<file path="config.mk">
export PLATFORM = sky130hd
export DESIGN_NAME = icap_channel
export DESIGN_NICKNAME = d
export VERILOG_FILES = /design/src/rtl/icap_pkg.sv /design/src/rtl/icap_sync.sv /design/src/rtl/icap_prescale.sv /design/src/rtl/icap_timebase.sv /design/src/rtl/icap_ctrl.sv /design/src/rtl/icap_channel.sv
export SDC_FILE = /design/constraint.sdc
export NUM_CORES = 1
export LEC_CHECK = 0
export ABC_AREA = 1
export BUFFER_PORTS_ARGS = -buffer_cell sky130_fd_sc_hd__buf_2
export CAP_MARGIN = 20
export CORE_MARGIN = 5
export CORE_UTILIZATION = 35
export DETAILED_ROUTE_END_ITERATION = 8
export SLEW_MARGIN = 20
export SYNTH_ARGS = -nofsm -noshare
export SYNTH_HDL_FRONTEND = slang
export SYNTH_SLANG_ARGS = --single-unit
</file>
<file path="constraint.sdc">
create_clock -name clk -period 1.7 [get_ports clk]
set_input_delay 0.17 -clock clk [delete_from_list [all_inputs] [get_ports clk]]
set_output_delay 0.17 -clock clk [all_outputs]
set_load 0.005 [all_outputs]
</file>
<file path="src/rtl/icap_pkg.sv">
package icap_pkg;

    // Event-select codes for the capture mode field
    typedef enum logic [3:0] {
        MODE_OFF     = 4'd0,
        MODE_RISE    = 4'd1,
        MODE_FALL    = 4'd2,
        MODE_RISE_LO = 4'd3,
        MODE_RISE_HI = 4'd4
    } cap_mode_e;

    // Channel controller states
    typedef enum logic [1:0] {
        ST_OFF   = 2'd0,
        ST_ARMED = 2'd1,
        ST_RUN   = 2'd2
    } chan_state_e;

    // Only codes 1 through 4 enable the channel
    function automatic logic mode_is_active(input logic [3:0] code);
        return (code >= 4'd1) && (code <= 4'd4);
    endfunction

endpackage

</file>
<file path="src/rtl/icap_sync.sv">
module icap_sync #(
    parameter int STAGES = 2
) (
    input  logic clk,
    input  logic rst,
    input  logic pin_async,
    output logic rise,
    output logic fall
);

    logic [STAGES-1:0] chain_q;
    logic              hist_q;
    logic              pin_s;

    // Synchronizer chain, one flop per stage
    genvar i;
    generate
        for (i = 0; i < STAGES; i++) begin : g_stage
            if (i == 0) begin : g_first
                always_ff @(posedge clk) begin
                    if (rst) chain_q[0] <= 1'b0;
                    else     chain_q[0] <= pin_async;
                end
            end else begin : g_next
                always_ff @(posedge clk) begin
                    if (rst) chain_q[i] <= 1'b0;
                    else     chain_q[i] <= chain_q[i-1];
                end
            end
        end
    endgenerate

    assign pin_s = chain_q[STAGES-1];

    always_ff @(posedge clk) begin
        if (rst) hist_q <= 1'b0;
        else     hist_q <= pin_s;
    end

    assign rise = pin_s & ~hist_q;
    assign fall = ~pin_s & hist_q;

endmodule

</file>
<file path="src/rtl/icap_prescale.sv">
module icap_prescale #(
    parameter int DIV_LO = 4,
    parameter int DIV_HI = 16,
    localparam int CNT_W = $clog2(DIV_HI)
) (
    input  logic             clk,
    input  logic             rst,
    input  logic             clear,
    input  logic             step,
    output logic             hit_lo,
    output logic             hit_hi,
    output logic [CNT_W-1:0] cnt
);

    localparam logic [CNT_W-1:0] LO_MASK = CNT_W'(DIV_LO - 1);
    localparam logic [CNT_W-1:0] HI_LAST = CNT_W'(DIV_HI - 1);

    logic [CNT_W-1:0] cnt_q;

    // Clearing has priority; stepping wraps naturally at DIV_HI
    always_ff @(posedge clk) begin
        if (rst || clear) cnt_q <= '0;
        else if (step)    cnt_q <= cnt_q + 1'b1;
    end

    assign hit_lo = (cnt_q & LO_MASK) == LO_MASK;
    assign hit_hi = cnt_q == HI_LAST;
    assign cnt    = cnt_q;

endmodule

</file>
<file path="src/rtl/icap_timebase.sv">
module icap_timebase #(
    parameter int W = 16
) (
    input  logic         clk,
    input  logic         rst,
    input  logic         run,
    input  logic         wr,
    input  logic [W-1:0] wdata,
    input  logic         clr,
    output logic [W-1:0] tb,
    output logic [W-1:0] tb_inc
);

    logic [W-1:0] tb_q;

    // Counting value: what the time base becomes when nothing overrides it
    assign tb_inc = run ? tb_q + 1'b1 : tb_q;

    // Write wins over clear, clear wins over counting
    always_ff @(posedge clk) begin
        if (rst)      tb_q <= '0;
        else if (wr)  tb_q <= wdata;
        else if (clr) tb_q <= '0;
        else          tb_q <= tb_inc;
    end

    assign tb = tb_q;

endmodule

</file>
<file path="src/rtl/icap_ctrl.sv">
module icap_ctrl
    import icap_pkg::*;
(
    input  logic       clk,
    input  logic       rst,
    input  logic [3:0] mode,
    input  logic       rise,
    input  logic       fall,
    input  logic       hit_lo,
    input  logic       hit_hi,
    input  logic       clr_en,
    input  logic       tb_wr,
    output logic       capture,
    output logic       psc_clear,
    output logic       irq,
    output logic       clr_pend
);

    chan_state_e state_q, state_d;
    logic [3:0]  mode_q;
    logic        active;
    logic        changed;
    logic        first;
    logic        any_edge;
    logic        paced_edge;

    assign active  = mode_is_active(mode);
    assign changed = mode != mode_q;
    // Armed, or a mode written this very cycle: the first edge captures
    assign first   = (state_q != ST_RUN) || changed;

    // Edge qualification per mode
    always_comb begin
        any_edge   = 1'b0;
        paced_edge = 1'b0;
        case (mode)
            MODE_RISE: begin
                any_edge   = rise;
                paced_edge = rise;
            end
            MODE_FALL: begin
                any_edge   = fall;
                paced_edge = fall;
            end
            MODE_RISE_LO: begin
                any_edge   = rise;
                paced_edge = rise & hit_lo;
            end
            MODE_RISE_HI: begin
                any_edge   = rise;
                paced_edge = rise & hit_hi;
            end
            default: begin
                any_edge   = 1'b0;
                paced_edge = 1'b0;
            end
        endcase
    end

    assign capture   = active && (first ? any_edge : paced_edge);
    assign psc_clear = !active;

    // Next-state logic
    always_comb begin
        state_d = state_q;
        unique case (state_q)
            ST_OFF: begin
                if (active) state_d = capture ? ST_RUN : ST_ARMED;
            end
            ST_ARMED: begin
                if (!active)     state_d = ST_OFF;
                else if (capture) state_d = ST_RUN;
            end
            ST_RUN: begin
                if (!active)      state_d = ST_OFF;
                else if (capture) state_d = ST_RUN;
                else if (changed) state_d = ST_ARMED;
            end
            default: state_d = ST_OFF;
        endcase
    end

    // State register process
    always_ff @(posedge clk) begin
        if (rst) begin
            state_q <= ST_OFF;
            mode_q  <= 4'd0;
        end else begin
            state_q <= state_d;
            mode_q  <= mode;
        end
    end

    // Output register process
    always_ff @(posedge clk) begin
        if (rst) begin
            irq      <= 1'b0;
            clr_pend <= 1'b0;
        end else begin
            irq      <= capture;
            clr_pend <= capture && clr_en && !tb_wr;
        end
    end

endmodule

</file>
<file path="src/rtl/icap_channel.sv">
module icap_channel #(
    parameter int TB_W        = 16,
    parameter int SYNC_STAGES = 2,
    parameter int DIV_LO      = 4,
    parameter int DIV_HI      = 16
) (
    input  logic            clk,
    input  logic            rst,
    input  logic            cap_pin,
    input  logic [3:0]      cap_mode,
    input  logic            clr_on_cap,
    input  logic            tb_run,
    input  logic            tb_wr,
    input  logic [TB_W-1:0] tb_wdata,
    output logic [TB_W-1:0] cap_buf,
    output logic            cap_irq
);

    localparam int PSC_W = $clog2(DIV_HI);

    logic             rise, fall;
    logic             hit_lo, hit_hi;
    logic [PSC_W-1:0] psc_cnt;
    logic             capture, psc_clear, clr_pend;
    logic [TB_W-1:0]  tb_q, tb_inc;
    logic [TB_W-1:0]  buf_q;

    icap_sync #(.STAGES(SYNC_STAGES)) u_sync (
        .clk       (clk),
        .rst       (rst),
        .pin_async (cap_pin),
        .rise      (rise),
        .fall      (fall)
    );

    icap_prescale #(.DIV_LO(DIV_LO), .DIV_HI(DIV_HI)) u_psc (
        .clk    (clk),
        .rst    (rst),
        .clear  (psc_clear),
        .step   (rise),
        .hit_lo (hit_lo),
        .hit_hi (hit_hi),
        .cnt    (psc_cnt)
    );

    icap_ctrl u_ctrl (
        .clk       (clk),
        .rst       (rst),
        .mode      (cap_mode),
        .rise      (rise),
        .fall      (fall),
        .hit_lo    (hit_lo),
        .hit_hi    (hit_hi),
        .clr_en    (clr_on_cap),
        .tb_wr     (tb_wr),
        .capture   (capture),
        .psc_clear (psc_clear),
        .irq       (cap_irq),
        .clr_pend  (clr_pend)
    );

    icap_timebase #(.W(TB_W)) u_tb (
        .clk    (clk),
        .rst    (rst),
        .run    (tb_run),
        .wr     (tb_wr),
        .wdata  (tb_wdata),
        .clr    (clr_pend),
        .tb     (tb_q),
        .tb_inc (tb_inc)
    );

    // Capture buffer takes the counting value of the capture edge
    always_ff @(posedge clk) begin
        if (rst)          buf_q <= '0;
        else if (capture) buf_q <= tb_inc;
    end

    assign cap_buf = buf_q;

endmodule

</file>
==> impl_results.md <==
- Synth Area in Simple Gates: 33.31%
- Actual slew at the worst max-slew pin: 0.4191 ns
- Critical path class: flop to flop
- CP max-delay cell: dfxtp_1
- Chip width: 89.77 µm
- Leakage power: 1.238 nW
- Largest area contributor in the netlist: dfxtp_1
- # diodes: 0
- Slew HR: 72.03%
- Final Hold Fails: 0
- EDFF count, synth: 0
- Critical path capture point: cap_buf[13]$_SDFFE_PP0P_
- Setup Viol. Count Final: 0
- Syn_nets: 348
- Largest net degree at the start of global routing: 32
- Total track usage: 13.06%
- Num CTS Buffers: 5
- Grt ovf: 0
- Setup crit end kind: flop
- Psw: 539.4 µW
- Multi-input logic area: 0.001120 mm²
- Number of global-route vias before repair: 1,912
- Initial Utilization: 35.48%
- CP Max Fanout: 15
- Setup crit start: u_psc.cnt[0]$_SDFFE_PP0P_
- Origin of the critical flop-to-flop path: u_psc.cnt[0]$_SDFFE_PP0P_
- Crit path launch type: flop
- Clock tree buffer depth: 2
- Cell depth of the worst setup path: 8
- Synth Flop Type: dfxtp_1
- Fillcell total: 692
- Slew Viols, Final: 0
- CP max stage delay: 0.34 ns
- Flop pwr share: 53.0%
- Internal: 1.662 mW
- Compound-cell area share of the yosys netlist: 9.831%
- Combinational power share: 10.3%
- Synthesized area: 0.002227 mm²
- Max Fclk: 644.4 MHz
- Post-CTS Setup Inserts: 0
- Vias: 2,035
- Largest family of logic cells by synthesized area: simple AND/OR/NAND/NOR gates
- CTS sink count: 47
- FF+latch count, synth: 47
- Dominant cell by count in the synthesized netlist: nand2_1
- Post-Syn Instances: 320
- Post-synthesis mux area share: 0%
- Cell Rows: 29
- Final setup margin: 0.1481 ns
- PwrDens: 825.3 mW/mm²
- Initial antenna violation count: 0
- Worst R2R Setup Slack: 0.15 ns
- WP data arrival: 1.75 ns
- Cts hold-fix bufs: 0
- Hold path depth: 3
- DRC Markers: 0
- RePlAce Congestion: 0.8130
- First-pass GRT wire length: 8687 µm
- DRT Wirelength: 5279 µm
- TritonCTS clock tree: done
- Post-Synth XOR/XNOR Area: 5.449%
- Min Tclk post-route: 1.552 ns
- Clock latency on the worst-skew pair: 0.30 ns
- Fraction of layout cells with a size suffix above 1: 20.77%
- Final period utilization: 91.29%
- Routed Antenna Nets: 0
- Syn_area_per_cell: 6.960 µm²
- Sequential area share after synthesis: 42.25%
- Switching Fraction: 24.50%
- Yosys cell types: 25
- Die area: 0.008059 mm²
- Register area: 940.9 µm²
- Nets@finish: 394
- Chip Height: 89.77 µm
- Crit path cell chain: ha_1, and3_1, nor2_2, nand3_2, nand2_4, inv_4, o21ai_0, nor2_1
- Status: finished clean
- Hold Slack: 0.06703 ns
- Number of I/O port buffers: 42
- Io pins: 43
- Starting DRT DRC Count: 82
- Area contributors post-synth: dfxtp_1 (42%), nand2_1 (16%), nor2_1 (7.9%)
- CP bufs+invs: 1
- Max_cap viols: 0
- TritonRoute pass-1 iters: 4
- Adder-Cell Fraction of Synth Area: 1.124%
- Worst slack, placed: 0.1145 ns
- Via density per instance: 4.594
- Worst R2R End: cap_buf[13]$_SDFFE_PP0P_
- Setup_tns: 0 ns
- Worst-path clk slew: 0.08 ns
- Syn-to-layout area delta: 19.78%
- Clock root buffer: clkbuf_8
- Pwr Total: 2.201 mW
- Fin Clk Skew: 0.006240 ns
- RSZ-0062 raised after global routing: false
- Top cell type's share of synthesized area: 42.25%
- Peak VDD IR: 349.2 µV
- Routed len/inst: 11.92 µm
- H-tree Lvls: 2
- Core Area: 0.006277 mm²
- Post-synth ARST share: 0%
- Critical path data required time: 1.90 ns
- Hold Path Class: input pin to flop
- Post-synth top cells: nand2_1 (92), dfxtp_1 (47), nor2_1 (47)
- HPWL after DPL: 3795 µm
- Power share of the clock group: 36.7%
- Top delay family on crit path: simple AND/OR/NAND/NOR gates
- YS warnings: 0
- Worst R2R Path Depth: 8
[layer usage]
layer | share of wire (%) | track usage (%) | vias up | routed length (µm)
met5 | 0 | 0 | - | 0
met4 | 1.8 | 5.290 | 0 | 95
met3 | 5.7 | 3.339 | 7 | 299
met2 | 45 | 20.67 | 44 | 2398
met1 | 47 | 16.87 | 901 | 2485
li1 | - | - | 1083 | -
[registers in the layout, summed over array words and instances (netlist names)]
signal,flops
cap_buf,16
u_ctrl.clr_pend,1
u_ctrl.irq,1
u_ctrl.mode_q,4
u_ctrl.state_q,2
u_psc.cnt,4
u_sync.chain_q,1
u_sync.hist_q,1
u_sync.pin_s,1
u_tb.tb,16
[layout by cell type, fill, tap and decap left out]
| cell type | instances |
|---|---|
| o21ai_1 | 2 |
| buf_8 | 1 |
| nand2_1 | 92 |
| clkbuf_1 | 1 |
| inv_1 | 33 |
| nand3_1 | 15 |
| dfxtp_1 | 47 |
| o21ai_0 | 12 |
| buf_4 | 5 |
| ha_1 | 2 |
| xnor2_2 | 1 |
| xnor2_1 | 3 |
| a21oi_1 | 23 |
| inv_2 | 1 |
| nand3_2 | 1 |
| bufinv_16 | 1 |
| nor2_2 | 4 |
| buf_6 | 1 |
| nor3_2 | 1 |
| nand2_4 | 1 |
| nor2_4 | 4 |
| xor2_1 | 9 |
| nand3_4 | 1 |
| a21boi_0 | 1 |
| buf_2 | 42 |
| and3_1 | 1 |
| nor2_1 | 46 |
| a21oi_2 | 3 |
| nand2_2 | 3 |
| nand4_1 | 2 |
| nor3_1 | 1 |
| clkbuf_8 | 5 |
| inv_4 | 1 |
[power by group through the flow]
| stage | Combinational [mW] | Sequential, mW | Clock, mW |
|---|---|---|---|
| 6_report | 0.227 | 1.17 | 0.808 |
| 3_3_place_gp | 0.222 | 1.19 | 0 |
| 3_5_place_dp | 0.224 | 1.19 | 0 |
| 5_1_grt | 0.261 | 1.17 | 0.879 |
| 4_1_cts | 0.225 | 1.17 | 0.838 |
| 2_1_floorplan | 0.141 | 1.19 | 0 |
[area by class of cell]
class                   instances  area share (%)
multi-input cells             228           41.98
clock buffers                   6           2.720
repair buffers                 49           10.27
flip-flops and latches         47           35.27
inverters                      35           5.019
well taps                      77           3.612
clock inverters                 1           1.126
[timing repair]
| item | CTS | global route |
|---|---|---|
| endpoints found under the setup margin | 0 | 15 |
| gates resized for setup | 0 | 11 |
| hold endpoints to repair | 0 | 0 |
[worst reg2reg max path, cell delays in order (launching register included)]
cell,delay [ns]
dfxtp_1,0.34
ha_1,0.23
and3_1,0.19
nor2_2,0.12
nand3_2,0.10
nand2_4,0.13
inv_4,0.10
o21ai_0,0.18
nor2_1,0.05
[worst min-delay path by stage]
| stage | slack (ns) | from | to |
|---|---|---|---|
| after floorplan | 0.24 | rst | u_ctrl.irq$_SDFF_PP0_ |
| after global placement | 0.38 | cap_pin | u_sync.chain_q[0]$_SDFF_PP0_ |
| after detailed placement | 0.38 | cap_pin | u_sync.chain_q[0]$_SDFF_PP0_ |
| after CTS | 0.06 | cap_pin | u_sync.chain_q[0]$_SDFF_PP0_ |
| after global routing | 0.07 | cap_pin | u_sync.chain_q[0]$_SDFF_PP0_ |
| final | 0.07 | cap_pin | u_sync.chain_q[0]$_SDFF_PP0_ |
[cell families after synthesis]
group / after synthesis
flops: 47
fa+ha+maj: 2
buf+inv: 45
xor+xnor: 13
compound gates: 41
simple gates: 172
[through the flow]
stage	area, µm²	utilization (%)	cells
final	2668	42.50	443
after global routing	2668	42.50	443
after CTS	2634	41.96	442
after detailed placement	2531	40.32	435
after global placement	2531	40.32	435
after floorplan	2227	-	320
Power figures use the tool's default switching activity.
